--- src/rtl/dma_arb_pkg.sv ---
package dma_arb_pkg;
  localparam int MAX_CH_W = 4;

  // Strobes from the arbitration control to the channel datapath.
  typedef struct packed {
    logic                doneOk;
    logic                doneErr;
    logic [MAX_CH_W-1:0] ch;
  } arbStrobe_t;
endpackage

--- src/rtl/dma_arb_ctrl.sv ---
module dma_arb_ctrl
  import dma_arb_pkg::*;
#(
  parameter int NUM_CH = 7,
  parameter int PRIO_W = 2,
  localparam int CH_W  = $clog2(NUM_CH)
) (
  input  logic                     clk,
  input  logic                     rstN,
  input  logic [NUM_CH-1:0]        eligible,
  input  logic [NUM_CH*PRIO_W-1:0] prioFlat,
  input  logic                     xferDone,
  input  logic                     xferErr,
  output logic                     grantValid,
  output logic [CH_W-1:0]          grantCh,
  output arbStrobe_t               strb
);
  logic              found;
  logic [CH_W-1:0]   bestCh;
  logic [PRIO_W-1:0] bestPrio;

  // Scan from the top index down; ">=" lets a lower index take a tie.
  always_comb begin
    found    = 1'b0;
    bestCh   = '0;
    bestPrio = '0;
    for (int i = NUM_CH - 1; i >= 0; i--) begin
      if (eligible[i] && (!found || prioFlat[i*PRIO_W +: PRIO_W] >= bestPrio)) begin
        found    = 1'b1;
        bestCh   = CH_W'(i);
        bestPrio = prioFlat[i*PRIO_W +: PRIO_W];
      end
    end
  end

  always_ff @(posedge clk) begin
    if (!rstN) begin
      grantValid <= 1'b0;
      grantCh    <= '0;
    end else if (grantValid) begin
      if (xferDone || xferErr) grantValid <= 1'b0;
    end else if (found) begin
      grantValid <= 1'b1;
      grantCh    <= bestCh;
    end
  end

  always_comb begin
    strb.doneErr = grantValid && xferErr;
    strb.doneOk  = grantValid && xferDone && !xferErr;
    strb.ch      = MAX_CH_W'(grantCh);
  end
endmodule

--- src/rtl/dma_arb_chan_regs.sv ---
module dma_arb_chan_regs
  import dma_arb_pkg::*;
#(
  parameter int NUM_CH = 7,
  parameter int PRIO_W = 2,
  parameter int CNT_W  = 16,
  localparam int CH_W  = $clog2(NUM_CH)
) (
  input  logic                     clk,
  input  logic                     rstN,
  input  logic                     cfgWe,
  input  logic [CH_W-1:0]          cfgCh,
  input  logic                     cfgEnable,
  input  logic [PRIO_W-1:0]        cfgPrio,
  input  logic [CNT_W-1:0]         cfgCount,
  input  logic                     cfgCirc,
  input  logic                     cfgIeHalf,
  input  logic                     cfgIeDone,
  input  logic                     cfgIeErr,
  input  logic [NUM_CH-1:0]        clrHalf,
  input  logic [NUM_CH-1:0]        clrDone,
  input  logic [NUM_CH-1:0]        clrErr,
  input  logic [NUM_CH-1:0]        req,
  input  arbStrobe_t               strb,
  output logic [NUM_CH-1:0]        eligible,
  output logic [NUM_CH*PRIO_W-1:0] prioFlat,
  output logic [NUM_CH-1:0]        chEnable,
  output logic [NUM_CH*CNT_W-1:0]  remFlat,
  output logic [NUM_CH-1:0]        flagHalf,
  output logic [NUM_CH-1:0]        flagDone,
  output logic [NUM_CH-1:0]        flagErr,
  output logic [NUM_CH-1:0]        irq
);
  for (genvar g = 0; g < NUM_CH; g++) begin : gChan
    logic              en, circ, ieH, ieD, ieE, fH, fD, fE;
    logic [PRIO_W-1:0] prio;
    logic [CNT_W-1:0]  prog, rem, remDec;
    logic              cfgHit, okHit, errHit, setHalf, setDone;

    assign cfgHit  = cfgWe && (cfgCh == CH_W'(g));
    assign okHit   = strb.doneOk && (strb.ch == MAX_CH_W'(g)) && (rem != '0);
    assign errHit  = strb.doneErr && (strb.ch == MAX_CH_W'(g));
    assign remDec  = rem - CNT_W'(1);
    assign setHalf = okHit && (remDec == (prog >> 1));
    assign setDone = okHit && (remDec == '0);

    always_ff @(posedge clk) begin
      if (!rstN) begin
        en <= 1'b0; circ <= 1'b0; ieH <= 1'b0; ieD <= 1'b0; ieE <= 1'b0;
        prio <= '0; prog <= '0; rem <= '0;
      end else if (cfgHit) begin
        en   <= cfgEnable;
        circ <= cfgCirc;
        ieH  <= cfgIeHalf;
        ieD  <= cfgIeDone;
        ieE  <= cfgIeErr;
        prio <= cfgPrio;
        prog <= cfgCount;
        rem  <= cfgCount;
      end else if (errHit) begin
        en <= 1'b0;
      end else if (okHit) begin
        if (remDec == '0) begin
          if (circ) rem <= prog;
          else begin
            rem <= '0;
            en  <= 1'b0;
          end
        end else begin
          rem <= remDec;
        end
      end
    end

    always_ff @(posedge clk) begin
      if (!rstN) begin
        fH <= 1'b0; fD <= 1'b0; fE <= 1'b0;
      end else begin
        fH <= (fH && !clrHalf[g]) || setHalf;
        fD <= (fD && !clrDone[g]) || setDone;
        fE <= (fE && !clrErr[g])  || errHit;
      end
    end

    assign eligible[g]                   = en && req[g] && (rem != '0);
    assign prioFlat[g*PRIO_W +: PRIO_W]  = prio;
    assign chEnable[g]                   = en;
    assign remFlat[g*CNT_W +: CNT_W]     = rem;
    assign flagHalf[g]                   = fH;
    assign flagDone[g]                   = fD;
    assign flagErr[g]                    = fE;
    assign irq[g]                        = (fH && ieH) || (fD && ieD) || (fE && ieE);
  end
endmodule

--- src/rtl/dma_chan_arb.sv ---
module dma_chan_arb
  import dma_arb_pkg::*;
#(
  parameter int NUM_CH = 7,
  parameter int PRIO_W = 2,
  parameter int CNT_W  = 16,
  localparam int CH_W  = $clog2(NUM_CH)
) (
  input  logic                    clk,
  input  logic                    rstN,
  input  logic                    cfgWe,
  input  logic [CH_W-1:0]         cfgCh,
  input  logic                    cfgEnable,
  input  logic [PRIO_W-1:0]       cfgPrio,
  input  logic [CNT_W-1:0]        cfgCount,
  input  logic                    cfgCirc,
  input  logic                    cfgIeHalf,
  input  logic                    cfgIeDone,
  input  logic                    cfgIeErr,
  input  logic [NUM_CH-1:0]       clrHalf,
  input  logic [NUM_CH-1:0]       clrDone,
  input  logic [NUM_CH-1:0]       clrErr,
  input  logic [NUM_CH-1:0]       req,
  input  logic                    xferDone,
  input  logic                    xferErr,
  output logic                    grantValid,
  output logic [CH_W-1:0]         grantCh,
  output logic [NUM_CH-1:0]       chEnable,
  output logic [NUM_CH*CNT_W-1:0] remFlat,
  output logic [NUM_CH-1:0]       flagHalf,
  output logic [NUM_CH-1:0]       flagDone,
  output logic [NUM_CH-1:0]       flagErr,
  output logic [NUM_CH-1:0]       irq
);
  logic [NUM_CH-1:0]        eligible;
  logic [NUM_CH*PRIO_W-1:0] prioFlat;
  arbStrobe_t               strb;

  dma_arb_ctrl #(.NUM_CH(NUM_CH), .PRIO_W(PRIO_W)) u_ctrl (
    .clk(clk), .rstN(rstN), .eligible(eligible), .prioFlat(prioFlat),
    .xferDone(xferDone), .xferErr(xferErr),
    .grantValid(grantValid), .grantCh(grantCh), .strb(strb)
  );

  dma_arb_chan_regs #(.NUM_CH(NUM_CH), .PRIO_W(PRIO_W), .CNT_W(CNT_W)) u_regs (
    .clk(clk), .rstN(rstN), .cfgWe(cfgWe), .cfgCh(cfgCh),
    .cfgEnable(cfgEnable), .cfgPrio(cfgPrio), .cfgCount(cfgCount),
    .cfgCirc(cfgCirc), .cfgIeHalf(cfgIeHalf), .cfgIeDone(cfgIeDone),
    .cfgIeErr(cfgIeErr), .clrHalf(clrHalf), .clrDone(clrDone),
    .clrErr(clrErr), .req(req), .strb(strb), .eligible(eligible),
    .prioFlat(prioFlat), .chEnable(chEnable), .remFlat(remFlat),
    .flagHalf(flagHalf), .flagDone(flagDone), .flagErr(flagErr), .irq(irq)
  );
endmodule

--- config.mk ---
export PLATFORM = sky130hd
export DESIGN_NAME = dma_chan_arb
export DESIGN_NICKNAME = d
export VERILOG_FILES = /design/src/rtl/dma_arb_pkg.sv /design/src/rtl/dma_arb_ctrl.sv /design/src/rtl/dma_arb_chan_regs.sv /design/src/rtl/dma_chan_arb.sv
export SDC_FILE = /design/constraint.sdc
export NUM_CORES = 1
export LEC_CHECK = 0
export ABC_CLOCK_PERIOD_IN_PS = 24400
export BUFFER_PORTS_ARGS = -buffer_cell sky130_fd_sc_hd__buf_2
export CAP_MARGIN = 20
export CORE_MARGIN = 2
export CORE_UTILIZATION = 40
export DETAILED_ROUTE_END_ITERATION = 10
export SLEW_MARGIN = 10
export SYNTH_ARGS = -nofsm -noshare
export SYNTH_HDL_FRONTEND = slang
export SYNTH_SLANG_ARGS = --single-unit
--- constraint.sdc ---
create_clock -name clk -period 24.4 [get_ports clk]
set_input_delay 3.66 -clock clk [delete_from_list [all_inputs] [get_ports clk]]
set_output_delay 3.66 -clock clk [all_outputs]
set_load 0.005 [all_outputs]
==> impl_metrics.yaml <==
routing:
  vias: 17700
  drc: 0
  wl_mm: 63.8
  viasPerCell: 5.71
  ant_nets: 0
  dr.pass1.iters: 5
  drt_iter0_markers: 1471
  post_drt_wl_per_cell_um: 20.6
floorplanning:
  core_mm2: 0.0464
  dieArea_mm2: 0.0484
  io_pins: 210
  start_util_pct: 40.3
  fp.dieH_um: 220
  dieWidth_um: 220
  row_count: 79
clock_network:
  htree_num_levels: 2
  clock_sinks: 298
  cts_made_buffers: 37
  cts_tree: "built"
  cts_hold_buf: 0
  cts_root_buffer: "clkbuf_16"
  cts_setup_buffers: 0
  cts_resized: 0
  clkLatencyLatePin_ps: 550
  clk_pin_slew_worst_paths_ps: 60
  clockBufferDepth: 3
synth:
  ys_warn_count: 0
  postSynthCellCount: 2410
  async_flop_share_pct: 0
  synth_edf_count: 0
  yosys_register_bits: 298
  synth_nets: 2502
  yosysSeqAreaShare_pct: 31.9
  synth.distinct_cells: 87
  syn_avg_cell_area_um2: 7.75
  ys.flop_type: "dfxtp_1"
  syn_area_mm2: 0.0187
timing:
  holdWs_ps: 452
  hold_violations: 0
  tightest_slew_ps: 997
  drv_slew: 0
  timing.final.crit_share_pct: 47.8
  tns_ps: 0
  rsz0062_at_grt: "no"
  post-route-min-period_ps: 11650
  max_slew_margin_pct: 33.1
  finalClockSkew_ps: 17.1
  layout_setup_ws_ps: 12750
  setup_viol: 0
  max_freq_mhz: 85.8
critical_path:
  reg2reg_depth: 47
  worst_ep_required_time_ps: 24890
  worst_path_max_delay_cell: "a31oi_1"
  critical_path.max_fanout: 7
  crit_arrival_ps: 12140
  reg2reg_slack_ps: 14810
  crit_path_end_kind: "flip-flop"
  slowest_delay_ps: 500
  critPathKind: "in2reg"
  worstSetupStartpoint: "req[6]"
  path_depth: 45
  startpoint_type: "primary input"
  r2r_start: "u_regs.gChan[6].rem[0]$_SDFFE_PN0P_"
  critPathBufInv: 3
  reg2reg_to: "u_ctrl.grantCh[2]$_SDFFE_PN0P_"
  worst_path_most_repeated_cell: "a21oi_1"
  path_delay_family: "compound AO/OA/AOI/OAI gates"
placement:
  dp_cells: 3036
  place_area_mm2: 0.0198
  gp_congestion: 0.921
  place_ws_ps: 12290
  port_buffers: 209
  place_hpwl_mm: 44.3
cells_and_area:
  syn_to_final_growth_pct: 12.2
  fin_util_pct: 45.2
  post-route-cell-area_mm2: 0.0210
  largestRegisters: "u_regs.gChan.prog (112), u_regs.gChan.rem (112), u_regs.gChan.prio (14)"
  final_cells: 3098
  layout.nets: 2561
  drive_above_1_share_pct: 13.4
global_routing:
  grt_max_degree: 85
  grt.overflow.total: 0
  grt_pass1_vias: 16800
  grt_pass1_wl_mm: 98.1
  grt_usage_pct: 26.0
  antenna_found_initial: 2
min_path:
  hold_depth: 2
  hold_start: "u_regs.gChan[1].prio[0]$_SDFFE_PN0P_"
  hold_path_end: "u_regs.gChan[1].prio[0]$_SDFFE_PN0P_"
  hold_class: "reg2reg"
power_and_ir_drop:
  p_total_mw: 1.23
  ir_drop_v: 0.0000569
  power_leakage_nw: 8.16
  p_per_area_mw_per_mm2: 58.7
job:
  maxCapViolCount: 0
run_status:
  status: "finished, final reports clean"
==> synth_stat cells (all sizes together), types with 15 or more instances <==
cell type,n,area [µm²]
a21boi,156,1170
a21oi,71,355
a22o,77,674
and2,19,119
and3,15,95.1
buf,48,329
clkbuf,172,646
dfxtp,298,5970
ha,33,413
inv,54,203
nand2,432,1620
nand2b,24,150
nand3,78,395
nand4,46,288
nor2,106,398
nor2b,16,100
nor3,67,352
nor4,57,384
o21ai,111,556
or3,23,145
or4,25,199
xnor2,162,1420
xor2,102,893
==> logic make-up (layout without fill, tap and decap cells) <==
group	after synthesis	in the layout	synth area share, %
and+or+nand+nor	972	972	25.5
other	0	1	0
muxes	15	15	0.838
DFF	298	298	31.9
adders and majority gates	33	33	2.21
buffers and inverters	274	354	6.31
AOI/OAI and AO/OA	554	554	20.8
xor gates and xnor gates	264	264	12.4
==> report_power, final <==
group	leakage, nW	switching (mW)	total, mW	internal, mW
combinational	5.17	0.106	0.171	0.0651
clock	0.578	0.220	0.546	0.326
sequential	2.41	0.0161	0.513	0.497
total	8.16	0.342	1.23	0.888
==> cell type report <==
cell class              instances  area [µm²]
diodes                          1        2.50
flip-flops and latches        298        5970
clock buffers                  47        1020
multi-input cells            1838       11600
clock inverters                13         145
fillers                      4757       25400
well taps                     607         759
repair buffers                240        1290
inverters                      54         203
==> placed cells by master, fill, tap and decap left out, drive strengths merged, types with 11 or more instances in the layout <==
cell    Yosys  layout
a21oi      71      71
nand4      46      46
nand2b     24      24
nor2b      16      16
xnor2     162     162
o31ai      12      12
o21ai     111     111
a21o       13      13
buf        48     238
dfxtp     298     298
nor3       67      67
o211ai     12      12
ha         33      33
a21boi    156     156
nand2     432     432
nand3b     13      13
clkbuf    172      49
or3        23      23
nor4       57      57
a22o       77      77
xor2      102     102
nor2      106     106
nand3      78      78
a211oi     12      12
and3       15      15
and2       19      19
inv        54      54
or4        25      25
o22ai      11      11
==> worst max path at each step <==
stage                                      to  slack, ps
3_3_place_gp   u_ctrl.grantCh[2]$_SDFFE_PN0P_      12240
5_1_grt        u_ctrl.grantCh[2]$_SDFFE_PN0P_      12130
6_report       u_ctrl.grantCh[2]$_SDFFE_PN0P_      12750
2_1_floorplan  u_ctrl.grantCh[2]$_SDFFE_PN0P_      13520
4_1_cts        u_ctrl.grantCh[2]$_SDFFE_PN0P_      12810
3_5_place_dp   u_ctrl.grantCh[2]$_SDFFE_PN0P_      12290
==> per-layer routing <==
layer	up-vias	share of wire, %	GRT usage (%)
li1	8565	-	-
met1	8530	46	35.4
met2	510	46	42.1
met3	94	5.8	4.31
met4	2	2.8	7.56
met5	-	0.020	0
==> tightest hold or removal path: cells and delay by family (launching register included) <==
kind             cells  cell delay (ps)
AO/OA/AOI/OAI        1               50
flip-flops           1              310
AND/OR/NAND/NOR      1               50
(Power assumes the default switching activity.)
